--- src/rtl/lcd_fetch_pkg.sv ---
// Shared types and constants for the LCD frame fetch controller.
// Assumes a 32-bit register data path.
package lcd_fetch_pkg;

    typedef enum logic [1:0] {
        FS_IDLE  = 2'd0,
        FS_REQ   = 2'd1,
        FS_FETCH = 2'd2
    } fetch_state_t;

    localparam logic [2:0] RG_MODE   = 3'd0;
    localparam logic [2:0] RG_BASE   = 3'd1;
    localparam logic [2:0] RG_SIZE   = 3'd2;
    localparam logic [2:0] RG_PAN    = 3'd3;
    localparam logic [2:0] RG_STRIDE = 3'd4;
    localparam logic [2:0] RG_START  = 3'd5;

    // Byte shift for one display word, chosen by the mode field.
    function automatic logic [1:0] word_shift(input logic [1:0] m);
        return (m == 2'd0) ? 2'd0 : (m == 2'd1) ? 2'd1 : 2'd2;
    endfunction

endpackage

--- src/rtl/lcd_fetch_regs.sv ---
// Register file: holds the frame setup and decodes the start strobe.
// Assumes RW == 32 and CW <= 16 (size and pan fields sit in two 16-bit halves).
module lcd_fetch_regs
    import lcd_fetch_pkg::*;
#(
    parameter int RW = 32,
    parameter int CW = 16
) (
    input  logic          clk,
    input  logic          rst_n,
    input  logic          reg_wr,
    input  logic [2:0]    reg_addr,
    input  logic [RW-1:0] reg_wdata,
    output logic [1:0]    mode,
    output logic [RW-1:0] base,
    output logic [RW-1:0] stride,
    output logic [CW-1:0] width,
    output logic [CW-1:0] height,
    output logic [CW-1:0] pan_x,
    output logic [CW-1:0] pan_y,
    output logic          start_pulse
);
    localparam int HI = RW / 2;

    // Capture register writes.
    always_ff @(posedge clk) begin
        if (!rst_n) begin
            mode   <= '0;
            base   <= '0;
            stride <= '0;
            width  <= '0;
            height <= '0;
            pan_x  <= '0;
            pan_y  <= '0;
        end else if (reg_wr) begin
            case (reg_addr)
                RG_MODE:   mode   <= reg_wdata[1:0];
                RG_BASE:   base   <= reg_wdata;
                RG_STRIDE: stride <= reg_wdata;
                RG_SIZE: begin
                    width  <= reg_wdata[CW-1:0];
                    height <= reg_wdata[HI+CW-1:HI];
                end
                RG_PAN: begin
                    pan_x <= reg_wdata[CW-1:0];
                    pan_y <= reg_wdata[HI+CW-1:HI];
                end
                default: ;
            endcase
        end
    end

    // Start strobe, valid for one cycle with the write.
    always_comb start_pulse = reg_wr && (reg_addr == RG_START);

endmodule

--- src/rtl/lcd_fetch_seq.sv ---
// Frame sequencer: bus request handshake, read issue and x/y word counters.
// Assumes memory data returns in the same cycle as mem_rd_ready.
module lcd_fetch_seq
    import lcd_fetch_pkg::*;
#(
    parameter int CW = 16
) (
    input  logic          clk,
    input  logic          rst_n,
    input  logic          start_pulse,
    input  logic [CW-1:0] width,
    input  logic [CW-1:0] height,
    input  logic          bus_gnt,
    input  logic          mem_rd_ready,
    output logic          bus_req,
    output logic          rd_valid,
    output logic          beat,
    output logic          irq,
    output logic [CW-1:0] x_cnt,
    output logic [CW-1:0] y_cnt
);
    fetch_state_t state_q;
    logic         last_x, last_y, size_ok;

    // Decode end-of-line, end-of-frame and the handshake.
    always_comb begin
        last_x   = (x_cnt == width - CW'(1));
        last_y   = (y_cnt == height - CW'(1));
        size_ok  = (width != '0) && (height != '0);
        bus_req  = (state_q != FS_IDLE);
        rd_valid = (state_q == FS_FETCH) && bus_gnt;
        beat     = rd_valid && mem_rd_ready;
    end

    // State machine and row-major word counters.
    always_ff @(posedge clk) begin
        if (!rst_n) begin
            state_q <= FS_IDLE;
            x_cnt   <= '0;
            y_cnt   <= '0;
            irq     <= 1'b0;
        end else begin
            irq <= beat && last_x && last_y;
            case (state_q)
                FS_IDLE: if (start_pulse && size_ok) begin
                    state_q <= FS_REQ;
                    x_cnt   <= '0;
                    y_cnt   <= '0;
                end
                FS_REQ: if (bus_gnt) state_q <= FS_FETCH;
                FS_FETCH: if (beat) begin
                    if (last_x) begin
                        x_cnt <= '0;
                        if (last_y) state_q <= FS_IDLE;
                        else        y_cnt   <= y_cnt + CW'(1);
                    end else begin
                        x_cnt <= x_cnt + CW'(1);
                    end
                end
                default: state_q <= FS_IDLE;
            endcase
        end
    end

endmodule

--- src/rtl/lcd_fetch_addr.sv ---
// Address generator: base + panned row times stride + panned column times word size.
// Assumes AW > CW; wraps modulo 2^AW.
module lcd_fetch_addr
    import lcd_fetch_pkg::*;
#(
    parameter int AW = 32,
    parameter int CW = 16
) (
    input  logic [1:0]    mode,
    input  logic [AW-1:0] base,
    input  logic [AW-1:0] stride,
    input  logic [CW-1:0] pan_x,
    input  logic [CW-1:0] pan_y,
    input  logic [CW-1:0] x_cnt,
    input  logic [CW-1:0] y_cnt,
    output logic [AW-1:0] addr
);
    logic [CW:0]   row_w, col_w;
    logic [AW-1:0] row_off, col_off;

    // Combine the counters with the pan offsets into a byte address.
    always_comb begin
        row_w   = {1'b0, y_cnt} + {1'b0, pan_y};
        col_w   = {1'b0, x_cnt} + {1'b0, pan_x};
        row_off = AW'(row_w) * stride;
        col_off = AW'(col_w) << word_shift(mode);
        addr    = base + row_off + col_off;
    end

endmodule

--- src/rtl/lcd_fetch_out.sv ---
// Output stage: registers panel data and toggles the shift clock per word.
// Assumes PW <= DW; the low PW bits of each word form the panel data.
module lcd_fetch_out #(
    parameter int DW = 32,
    parameter int PW = 12
) (
    input  logic          clk,
    input  logic          rst_n,
    input  logic          beat,
    input  logic [DW-1:0] word,
    output logic [PW-1:0] pnl_data,
    output logic          pnl_clk
);
    // Load one word onto the panel bus on each read handshake.
    always_ff @(posedge clk) begin
        if (!rst_n) begin
            pnl_data <= '0;
            pnl_clk  <= 1'b0;
        end else if (beat) begin
            pnl_data <= word[PW-1:0];
            pnl_clk  <= ~pnl_clk;
        end
    end

endmodule

--- src/rtl/lcd_fetch_ctrl.sv ---
// Top of the LCD frame fetch controller: registers, sequencer, address
// generator and panel output stage. Assumes a 32-bit register and memory path.
module lcd_fetch_ctrl #(
    parameter int AW = 32,
    parameter int DW = 32,
    parameter int PW = 12,
    parameter int CW = 16
) (
    input  logic          clk,
    input  logic          rst_n,
    input  logic          reg_wr,
    input  logic [2:0]    reg_addr,
    input  logic [31:0]   reg_wdata,
    input  logic          bus_gnt,
    input  logic          mem_rd_ready,
    input  logic [DW-1:0] mem_rd_data,
    output logic          bus_req,
    output logic          busy,
    output logic          irq,
    output logic          mem_rd_valid,
    output logic [AW-1:0] mem_addr,
    output logic [PW-1:0] pnl_data,
    output logic          pnl_clk
);
    logic [1:0]    mode;
    logic [31:0]   base, stride;
    logic [CW-1:0] width, height, pan_x, pan_y, x_cnt, y_cnt;
    logic          start_pulse, beat, req_int;

    lcd_fetch_regs #(.RW(32), .CW(CW)) u_regs (
        .clk(clk), .rst_n(rst_n), .reg_wr(reg_wr), .reg_addr(reg_addr),
        .reg_wdata(reg_wdata), .mode(mode), .base(base), .stride(stride),
        .width(width), .height(height), .pan_x(pan_x), .pan_y(pan_y),
        .start_pulse(start_pulse)
    );

    lcd_fetch_seq #(.CW(CW)) u_seq (
        .clk(clk), .rst_n(rst_n), .start_pulse(start_pulse), .width(width),
        .height(height), .bus_gnt(bus_gnt), .mem_rd_ready(mem_rd_ready),
        .bus_req(req_int), .rd_valid(mem_rd_valid), .beat(beat), .irq(irq),
        .x_cnt(x_cnt), .y_cnt(y_cnt)
    );

    lcd_fetch_addr #(.AW(AW), .CW(CW)) u_addr (
        .mode(mode), .base(AW'(base)), .stride(AW'(stride)), .pan_x(pan_x),
        .pan_y(pan_y), .x_cnt(x_cnt), .y_cnt(y_cnt), .addr(mem_addr)
    );

    lcd_fetch_out #(.DW(DW), .PW(PW)) u_out (
        .clk(clk), .rst_n(rst_n), .beat(beat), .word(mem_rd_data),
        .pnl_data(pnl_data), .pnl_clk(pnl_clk)
    );

    // Busy and the bus request share the frame-in-progress condition.
    always_comb begin
        bus_req = req_int;
        busy    = req_int;
    end

endmodule

--- config.mk ---
export PLATFORM = sky130hd
export DESIGN_NAME = lcd_fetch_ctrl
export DESIGN_NICKNAME = d
export VERILOG_FILES = /design/src/rtl/lcd_fetch_pkg.sv /design/src/rtl/lcd_fetch_regs.sv /design/src/rtl/lcd_fetch_seq.sv /design/src/rtl/lcd_fetch_addr.sv /design/src/rtl/lcd_fetch_out.sv /design/src/rtl/lcd_fetch_ctrl.sv
export SDC_FILE = /design/constraint.sdc
export NUM_CORES = 1
export LEC_CHECK = 0
export CAP_MARGIN = 5
export CORE_MARGIN = 2
export CORE_UTILIZATION = 60
export DETAILED_ROUTE_END_ITERATION = 16
export PLACE_DENSITY = 0.77
export SETUP_SLACK_MARGIN = 0.02
export SKIP_LAST_GASP = 1
export SYNTH_ARGS = -nofsm -noshare
export SYNTH_HDL_FRONTEND = slang
export SYNTH_SLANG_ARGS = --single-unit
export TNS_END_PERCENT = 30
--- constraint.sdc ---
create_clock -name clk -period 15.2 [get_ports clk]
set_input_delay 3.8 -clock clk [delete_from_list [all_inputs] [get_ports clk]]
set_output_delay 3.8 -clock clk [all_outputs]
set_load 0.03 [all_outputs]
* After elaboration in Yosys (flattened, before gate mapping) *
Cells that the tools add are included.

cells by class
  reductions and logical operators = 22
  equality and inequality tests = 16
  $mul = 1
  multiplexer cells = 16
  bitwise logic cells = 1
  shift-type cells = 1
  $add $sub $neg = 8

operators by type and width
  cell                   number
  $mux 16                6
  $add 32x32->32         2
  $pmux 16 s2            2
  $add 16x16->17         2
  $add 16x1->16 const B  2
  $eq 16x16->1           2
  $mul 17x32->32         1
  $reduce_bool 16->1     2
  $shl 17x2->32          1
  $sub 16x1->16 const B  2
  $mux 2                 7
  $reduce_and 2->1       5
  $reduce_and 5->1       2
  $ne 2x1->1 const B     4
  $logic_and 1x1->1      7
  $eq 3x2->1 const B     2
  $eq 3x3->1 const B     2
  $pmux 2 s3             1
  $eq 2x1->1 const B     2
  $logic_not 2->1        2
  $ne 2x2->1 const B     2
  $reduce_bool 2->1      2
  $eq 3x1->1 const B     1
  $logic_not 3->1        1
  3 further kinds        3

storage, ports and cells
  output and inout bits = 49
  bits in registers = 178
  logic and storage cells = 78
  bits of input ports = 72

* Longest topological paths before layout *
Gate-level depths: netlist of the first run.

  word-level depth = 6
  mapped depth = 34
  gate-level depth less buffers = 33

* By module *
From an unflattened synthesis of the first run, not the netlist that was laid out.

unflattened totals
  cell total of the unflattened synthesis = 2686
  area, all modules = 23540.1 µm²

modules (own cells, without submodules)
  module          sequential area each (µm²)  times used  area an instance (µm²)  cells an instance
  lcd_fetch_addr  0.0                         1           15305.9                 1805
  lcd_fetch_regs  2602.5                      1           4833.4                  461
  lcd_fetch_seq   700.7                       1           2887.8                  377
  lcd_fetch_out   260.2                       1           505.5                   42
  lcd_fetch_ctrl  0.0                         1           7.5                     1

* Worst setup path before layout of the first run *
No wires, ideal clock.

  path type = register to output
  from = register u_seq.y_cnt[1]
  to = output port mem_addr[28]
  buffers on the path = 1
  slack = 2.901 ns
  required time = 11.400 ns
  cell stages (with the launch flop) = 32
  data arrival time = 8.499 ns
  path through = dfxtp_1 -> ha_1 -> a211oi_1 -> o21ai_0 -> and2_1 -> a41o_1 -> o21ai_0 -> nand2b_1 -> a21o_1 -> a21oi_1 -> xnor2_1 -> clkbuf_1 -> nand2_1 -> fa_1 -> inv_1 -> fa_1 -> fa_1 -> fa_1 -> fa_1 -> inv_1 -> fa_1 -> inv_1 -> ha_1 -> nor2b_1 -> o21ai_0 -> nand2b_1 -> a21oi_1 -> nand2_1 -> a211oi_1 -> o31a_1 -> o21ai_0 -> o311ai_0

on the way
  word-level cells in the longest chain between the ends = 4

ends and longest elaborated chain
  element                      line                  text
  start, declared              lcd_fetch_seq.sv:20   output logic [CW-1:0] y_cnt
  start signal, assigned       lcd_fetch_seq.sv:55   else y_cnt <= y_cnt + CW'(1);
  $add 16x16->17               lcd_fetch_addr.sv:23  row_w = {1'b0, y_cnt} + {1'b0, pan_y};
  $mul 17x32->32               lcd_fetch_addr.sv:25  row_off = AW'(row_w) * stride;
  $add 32x32->32 (2 in a row)  lcd_fetch_addr.sv:27  addr = base + row_off + col_off;
  end, declared                lcd_fetch_ctrl.sv:21  output logic [AW-1:0] mem_addr,

No other way between the ends.

* Worst setup path in the final report of the first run *
  from = register u_seq.y_cnt[0]
  to = output port mem_addr[31]

Same word-level chain as after synthesis.

==> flow_summary_export.csv, run 1 <==
group,metric,value,unit
status,outcome,"complete, no violations",
worst_setup_path,critical_path_arrival,10.44,ns
detailed_routing,drtAntennaViolNets,0,
grt,antenna_found_initial,0,
pwr,ir_drop,0.00006642,V
placement,place_inst,3329,
die,dieHeight,201.4,µm
worst_setup_path,worstReg2RegEnd,"u_seq.y_cnt[11]$_SDFFE_PN0P_",
sta,maxSlewViolCount,0,
yosys,async_flop_share,0,%
final_layout,drive_above_1_share,3.132,%
detailed_routing,dr.pass1.iters,5,
die,core_area,0.03856,mm²
worst_setup_path,critPathLaunch,"u_seq.y_cnt[0]$_SDFFE_PN0P_",
yosys,synth_flop_cell,"dfxtp_1",
detailed_routing,wl,54.65,mm
worst_setup_path,end_kind,"primary output",
final_layout,fill_cells,3262,
pwr,p_per_area,42.00,mW/mm²
yosys,avgSynthCellArea,8.283,µm²
clock_tree,cts_buffers,17,
worst_setup_path,cpPeakStageDelay,0.88,ns
min_path,hold_path.class,"flop to flop",
clock_tree,clock_path_buffers,2,
final_layout,mostFrequentLayoutCell,"nand2_1",
grt,grt_usage,27.93,%
placement,dp_hpwl,44.12,mm
worst_setup_path,regToRegStartpoint,"u_regs.width[0]$_SDFFE_PN0P_",
die,rows,72,
clock_tree,cts_tree,"yes",
placement,portBuffers,100,
yosys,yosys_warnings,0,
grt,grt_pass1_vias,18990,
detailed_routing,vias,18200,
sta,min_period,14.24,ns
sta,relSlewSlack,22.94,%
clock_tree,clk_pin_slew,0.07,ns
die,dieArea,0.04055,mm²
final_layout,diodes,0,
pwr,power.leakage,11.39,nW
min_path,worstHoldStart,"u_out.pnl_data[10]$_SDFFE_PN0P_",
clock_tree,clock_sinks,178,
clock_tree,post_cts_buffers,0,
final_layout,finish.utilization,65.71,%
worst_setup_path,cp_max_fo,19,
detailed_routing,vias_per_cell,5.418,
yosys,synth.distinct_cells,71,
clock_tree,postCtsResizedCells,0,
yosys,synth_area,0.02337,mm²
final_layout,nets,3393,
sta,hold_viol,0,
clock_tree,cts_max_level,4,
worst_setup_path,worstPathRequired,11.40,ns
sta,post-route-period-util,93.71,%
clock_tree,worstSkewPairLatency,0.44,ns
clock_tree,root_buffer,"clkbuf_16",
placement,dp_slack,1.541,ns
sta,finalSetupTns,0,ns
sta,rsz0062_at_grt,"no",
die,die_w,201.4,µm
yosys,ys_seq_elements,178,
worst_setup_path,start_kind,"flop",
min_path,whs_path_depth,2,
worst_setup_path,rrSetupSlack,11.45,ns
grt,grt_max_degree,92,
worst_setup_path,path_class,"flop to primary output",
sta,max_freq,70.21,MHz
sta,clock_skew,0.009058,ns
yosys,ys_seq_area_share,15.24,%
worst_setup_path,cp_slowest_cell,"xnor2_2",
pwr,finalPower,0.001064,W
yosys,synthCells,2822,
die,ioPinCount,121,
run,cap_violations,0,
sta,tightest_slew,1.150,ns
worst_setup_path,reg2reg_depth,12,
detailed_routing,routedWlPerCell,16.27,µm
final_layout,area_growth,8.393,%
yosys,synth_edf_count,0,
min_path,whs_endpoint,"u_out.pnl_data[10]$_SDFFE_PN0P_",
placement,gp_congestion,0.8852,
grt,grt_pass1_wl,92.31,mm
clock_tree,cts_hold_buffers,0,
final_layout,layout_common_cells,"nand2_1, inv_1, fa_1",
final_layout,layoutNonFillerInstCount,3360,
yosys,syn-num-nets,3385,
detailed_routing,drc,0,
die,start_util,60.62,%
grt,grt-ovfl-total,0,
sta,setup_viol,0,
sta,layout_setup_ws,0.9563,ns
detailed_routing,drt_first_iter_violations,1030,
-- where the power goes --
group          internal (W)  total [W]  switching, W
combinational     0.0000623   0.000149     0.0000863
clock              0.000235   0.000428      0.000193
sequential         0.000474   0.000488     0.0000139
-- routing by layer --
metal	GRT usage [%]	vias to the layer above	share of wire [%]
li1	-	8613	-
met1	35.84	8911	43
met2	49.38	583	49
met3	3.515	96	6.0
met4	8.456	0	2.4
met5	0	-	0
-- worst max-delay path: cells and delay by family, from the launching register on --
kind	cells	cell delay (ns)
XOR/XNOR	3	1.50
buffers and inverters	9	1.36
flip-flops	1	0.48
adder cells (fa/ha/maj)	9	4.02
AND/OR/NAND/NOR	3	0.33
AO/OA/AOI/OAI	7	2.33
-- area by class of cell --
type,instances,area [µm²],share of cell area [%]
multi-input cells,1982,17410,68.71
well taps,518,648.1,2.558
flip-flops and latches,178,3563,14.06
inverters,527,1978,7.807
clock inverters,11,103.9,0.4099
repair buffers,124,1179,4.652
clock buffers,20,456.7,1.802
-- worst max-delay path by stage --
stage	to	slack, ns	depth (start not counted)
after floorplan	mem_addr[28]	2.90	31
after global placement	mem_addr[31]	1.72	31
after detailed placement	mem_addr[31]	1.54	31
after CTS	mem_addr[31]	1.02	31
after global routing	mem_addr[31]	0.53	31
final	mem_addr[31]	0.96	31
-- registers in the layout, indices dropped and copies added (netlist names) --
register,cells
u_regs.pan_x,16
u_out.pnl_data,12
u_regs.mode,2
u_seq.irq,1
u_seq.state_q,2
u_regs.stride,32
u_regs.base,32
u_out.pnl_clk,1
u_regs.width,16
u_regs.pan_y,16
u_seq.y_cnt,16
u_regs.height,16
u_seq.x_cnt,16
-- cell families after synthesis --
family,after synthesis,share of synthesized area [%]
AOI/OAI and AO/OA,349,10.29
DFF,178,15.24
buffers and inverters,662,10.68
adders and majority gates,491,38.10
xor gates and xnor gates,141,5.401
muxes,21,0.8993
and+or+nand+nor,980,19.38
-- Yosys cell counts (3+ instances only) --
library cell	number	area, µm²
o22ai_1	3	18.77
dfxtp_1	178	3563
o31a_1	3	26.28
a211o_1	6	52.55
or2_2	5	31.28
nand3b_1	4	30.03
ha_1	123	1539
o21a_1	9	67.56
a21o_1	15	112.6
a31oi_1	8	50.05
nand2b_1	24	150.1
o211ai_1	8	60.06
o21bai_1	12	90.09
o311ai_0	5	43.79
xor2_1	43	376.6
a211oi_1	8	60.06
nor4b_1	3	26.28
nor3_2	7	70.07
mux2i_1	21	210.2
fa_1	368	7367
nor2b_1	44	275.3
xnor2_1	96	840.8
a21boi_0	145	1089
o31ai_1	6	45.04
or3_1	10	62.56
a311oi_1	3	26.28
clkbuf_1	131	491.7
and3_1	5	31.28
nor3b_1	6	45.04
nand3_1	23	115.1
and2_1	127	794.5
nor4_1	8	50.05
a21oi_1	53	265.3
inv_1	527	1978
nand2_1	590	2215
o21ai_0	47	235.2
nor2_1	77	289.0
nand4_1	11	68.82
nor3_1	19	95.09
-- metrics by stage --
step	instance area [µm²]	hold slack, ns
4_1_cts	25340	0.4668
3_3_place_gp	24780	0.4501
2_1_floorplan	23370	0.4435
5_1_grt	25340	0.4931
3_5_place_dp	24780	0.4575
6_report	25340	0.4643
Note: power is estimated with default switching activity, not from simulation.
==> inputs of run 2 (changes only) <==
PLACE_DENSITY = 0.8   (was 0.77)
==> flow_summary_export.csv, run 2 (synthesis results as in run 1) <==
group,metric,value,unit
status,outcome,"complete, no violations",
sta,tightest_slew,1.030,ns
sta,max_freq,70.93,MHz
placement,gp_congestion,0.8743,
min_path,whs_path_depth,2,
grt,grt_max_degree,90,
clock_tree,clock_sinks,178,
die,die_w,201.4,µm
sta,min_period,14.10,ns
sta,finalSetupTns,0,ns
grt,globalRouteMet3Util,3.677,%
placement,postPlaceCellArea,0.02476,mm²
detailed_routing,dr.pass1.iters,7,
sta,rsz0062_at_grt,"no",
sta,clock_skew,0.01003,ns
final_layout,finalInstanceArea,0.02532,mm²
grt,grt-ovfl-total,0,
detailed_routing,drt_first_iter_violations,989,
grt,gr-usage-met1,35.60,%
placement,dp_slack,1.747,ns
worst_setup_path,start_kind,"flop",
worst_setup_path,cpPeakStageDelay,0.75,ns
grt,met2_usage,48.39,%
grt,grt_usage,27.71,%
detailed_routing,routedWlPerCell,16.18,µm
clock_tree,clock_path_buffers,2,
clock_tree,cts_max_level,4,
die,core_area,0.03856,mm²
clock_tree,cts_tree,"yes",
final_layout,reg.largest.list,"u_regs.base (32), u_regs.stride (32)",
final_layout,area_growth,8.323,%
clock_tree,clk_pin_slew,0.07,ns
worst_setup_path,end_kind,"primary output",
clock_tree,worstSkewPairLatency,0.44,ns
worst_setup_path,critical_path_arrival,10.30,ns
worst_setup_path,cp_max_fo,16,
worst_setup_path,path_class,"flop to primary output",
placement,portBuffers,100,
sta,layout_setup_ws,1.102,ns
run,cap_violations,0,
placement,dp_hpwl,43.78,mm
clock_tree,cts_hold_buffers,0,
die,start_util,60.62,%
clock_tree,root_buffer,"clkbuf_16",
die,rows,72,
clock_tree,postCtsResizedCells,0,
worst_setup_path,cp_slowest_cell,"clkdlybuf4s50_1",
pwr,finalPower,0.001062,W
grt,grt-busiest-layer,"met2",
pwr,power.leakage,11.38,nW
final_layout,mostFrequentLayoutCell,"nand2_1",
pwr,ir_drop,0.00006138,V
sta,setup_viol,0,
detailed_routing,drtAntennaViolNets,0,
sta,hold_viol,0,
sta,maxSlewViolCount,0,
final_layout,diodes,0,
final_layout,fill_cells,3157,
die,ioPinCount,121,
worst_setup_path,cp_common_cell,"fa_1",
final_layout,nets,3394,
final_layout,layout_common_cells,"nand2_1, inv_1, fa_1",
grt,grt_pass1_wl,92.00,mm
detailed_routing,wl,54.37,mm
grt,grt_pass1_vias,19190,
worst_setup_path,worstPathRequired,11.40,ns
clock_tree,post_cts_buffers,0,
detailed_routing,drc,0,
die,dieArea,0.04055,mm²
min_path,hold_path.class,"flop to flop",
sta,relSlewSlack,31.10,%
worst_setup_path,reg2reg_depth,12,
die,dieHeight,201.4,µm
detailed_routing,vias,18350,
pwr,p_per_area,41.96,mW/mm²
sta,post-route-period-util,92.75,%
clock_tree,cts_buffers,17,
detailed_routing,vias_per_cell,5.459,
final_layout,drive_above_1_share,3.060,%
grt,antenna_found_initial,0,
==> run 2: worst paths after layout <==
check / from / end / slack [ns]
hold / removal: u_regs.stride[31]$_SDFFE_PN0P_ / u_regs.stride[31]$_SDFFE_PN0P_ / 0.47
hold reg to reg: u_regs.stride[31]$_SDFFE_PN0P_ / u_regs.stride[31]$_SDFFE_PN0P_ / 0.47
setup reg to reg: u_regs.width[0]$_SDFFE_PN0P_ / u_seq.y_cnt[11]$_SDFFE_PN0P_ / 11.42
setup / recovery: u_seq.y_cnt[0]$_SDFFE_PN0P_ / mem_addr[28] / 1.10
==> run 2: power breakdown <==
part	leakage, nW	internal (W)	switching [W]
Combinational	9.67	0.0000624	0.0000864
Sequential	1.44	0.000474	0.0000139
Clock	0.264	0.000235	0.000191
==> run 2: routing by layer <==
metal	wire (µm)	share of wire, %
met1	23250	43
met2	26460	49
met3	3200	5.9
met4	1460	2.7
met5	0	0
==> run 2: layout make-up <==
| cell class | count | area (µm²) | area share [%] |
|---|---|---|---|
| Inverter | 527 | 1978 | 7.812 |
| Timing Repair Buffer | 125 | 1186 | 4.685 |
| Tap cell | 518 | 648.1 | 2.560 |
| Clock buffer | 21 | 460.4 | 1.818 |
| Multi-Input combinational cell | 1982 | 17380 | 68.65 |
| Sequential cell | 178 | 3563 | 14.07 |
| Clock inverter | 10 | 102.6 | 0.4052 |
==> run 2: worst max-delay path: cells and delay by family (launching register included) <==
family / cells / cell delay [ns]
AOI/OAI and AO/OA: 9 / 2.60
xor gates and xnor gates: 1 / 0.64
DFF: 1 / 0.48
adders and majority gates: 9 / 4.10
buffers and inverters: 8 / 1.44
and+or+nand+nor: 6 / 0.57
==> run 2: through the flow <==
step | utilization, % | instances | hold slack (ns)
finish | 65.67 | 3361 | 0.4664
global route | 65.67 | 3361 | 0.4835
CTS | 65.67 | 3361 | 0.4673
detailed placement | 64.21 | 3330 | 0.4584
global placement | 64.21 | 3330 | 0.4512
floorplan | - | 2822 | 0.4435
==> inputs of run 3 (changes only) <==
SKIP_CTS_REPAIR_TIMING = 1   (was default)
==> results of run 3 <==
No change in the layout: final DEF, timing and power equal those of run 2.
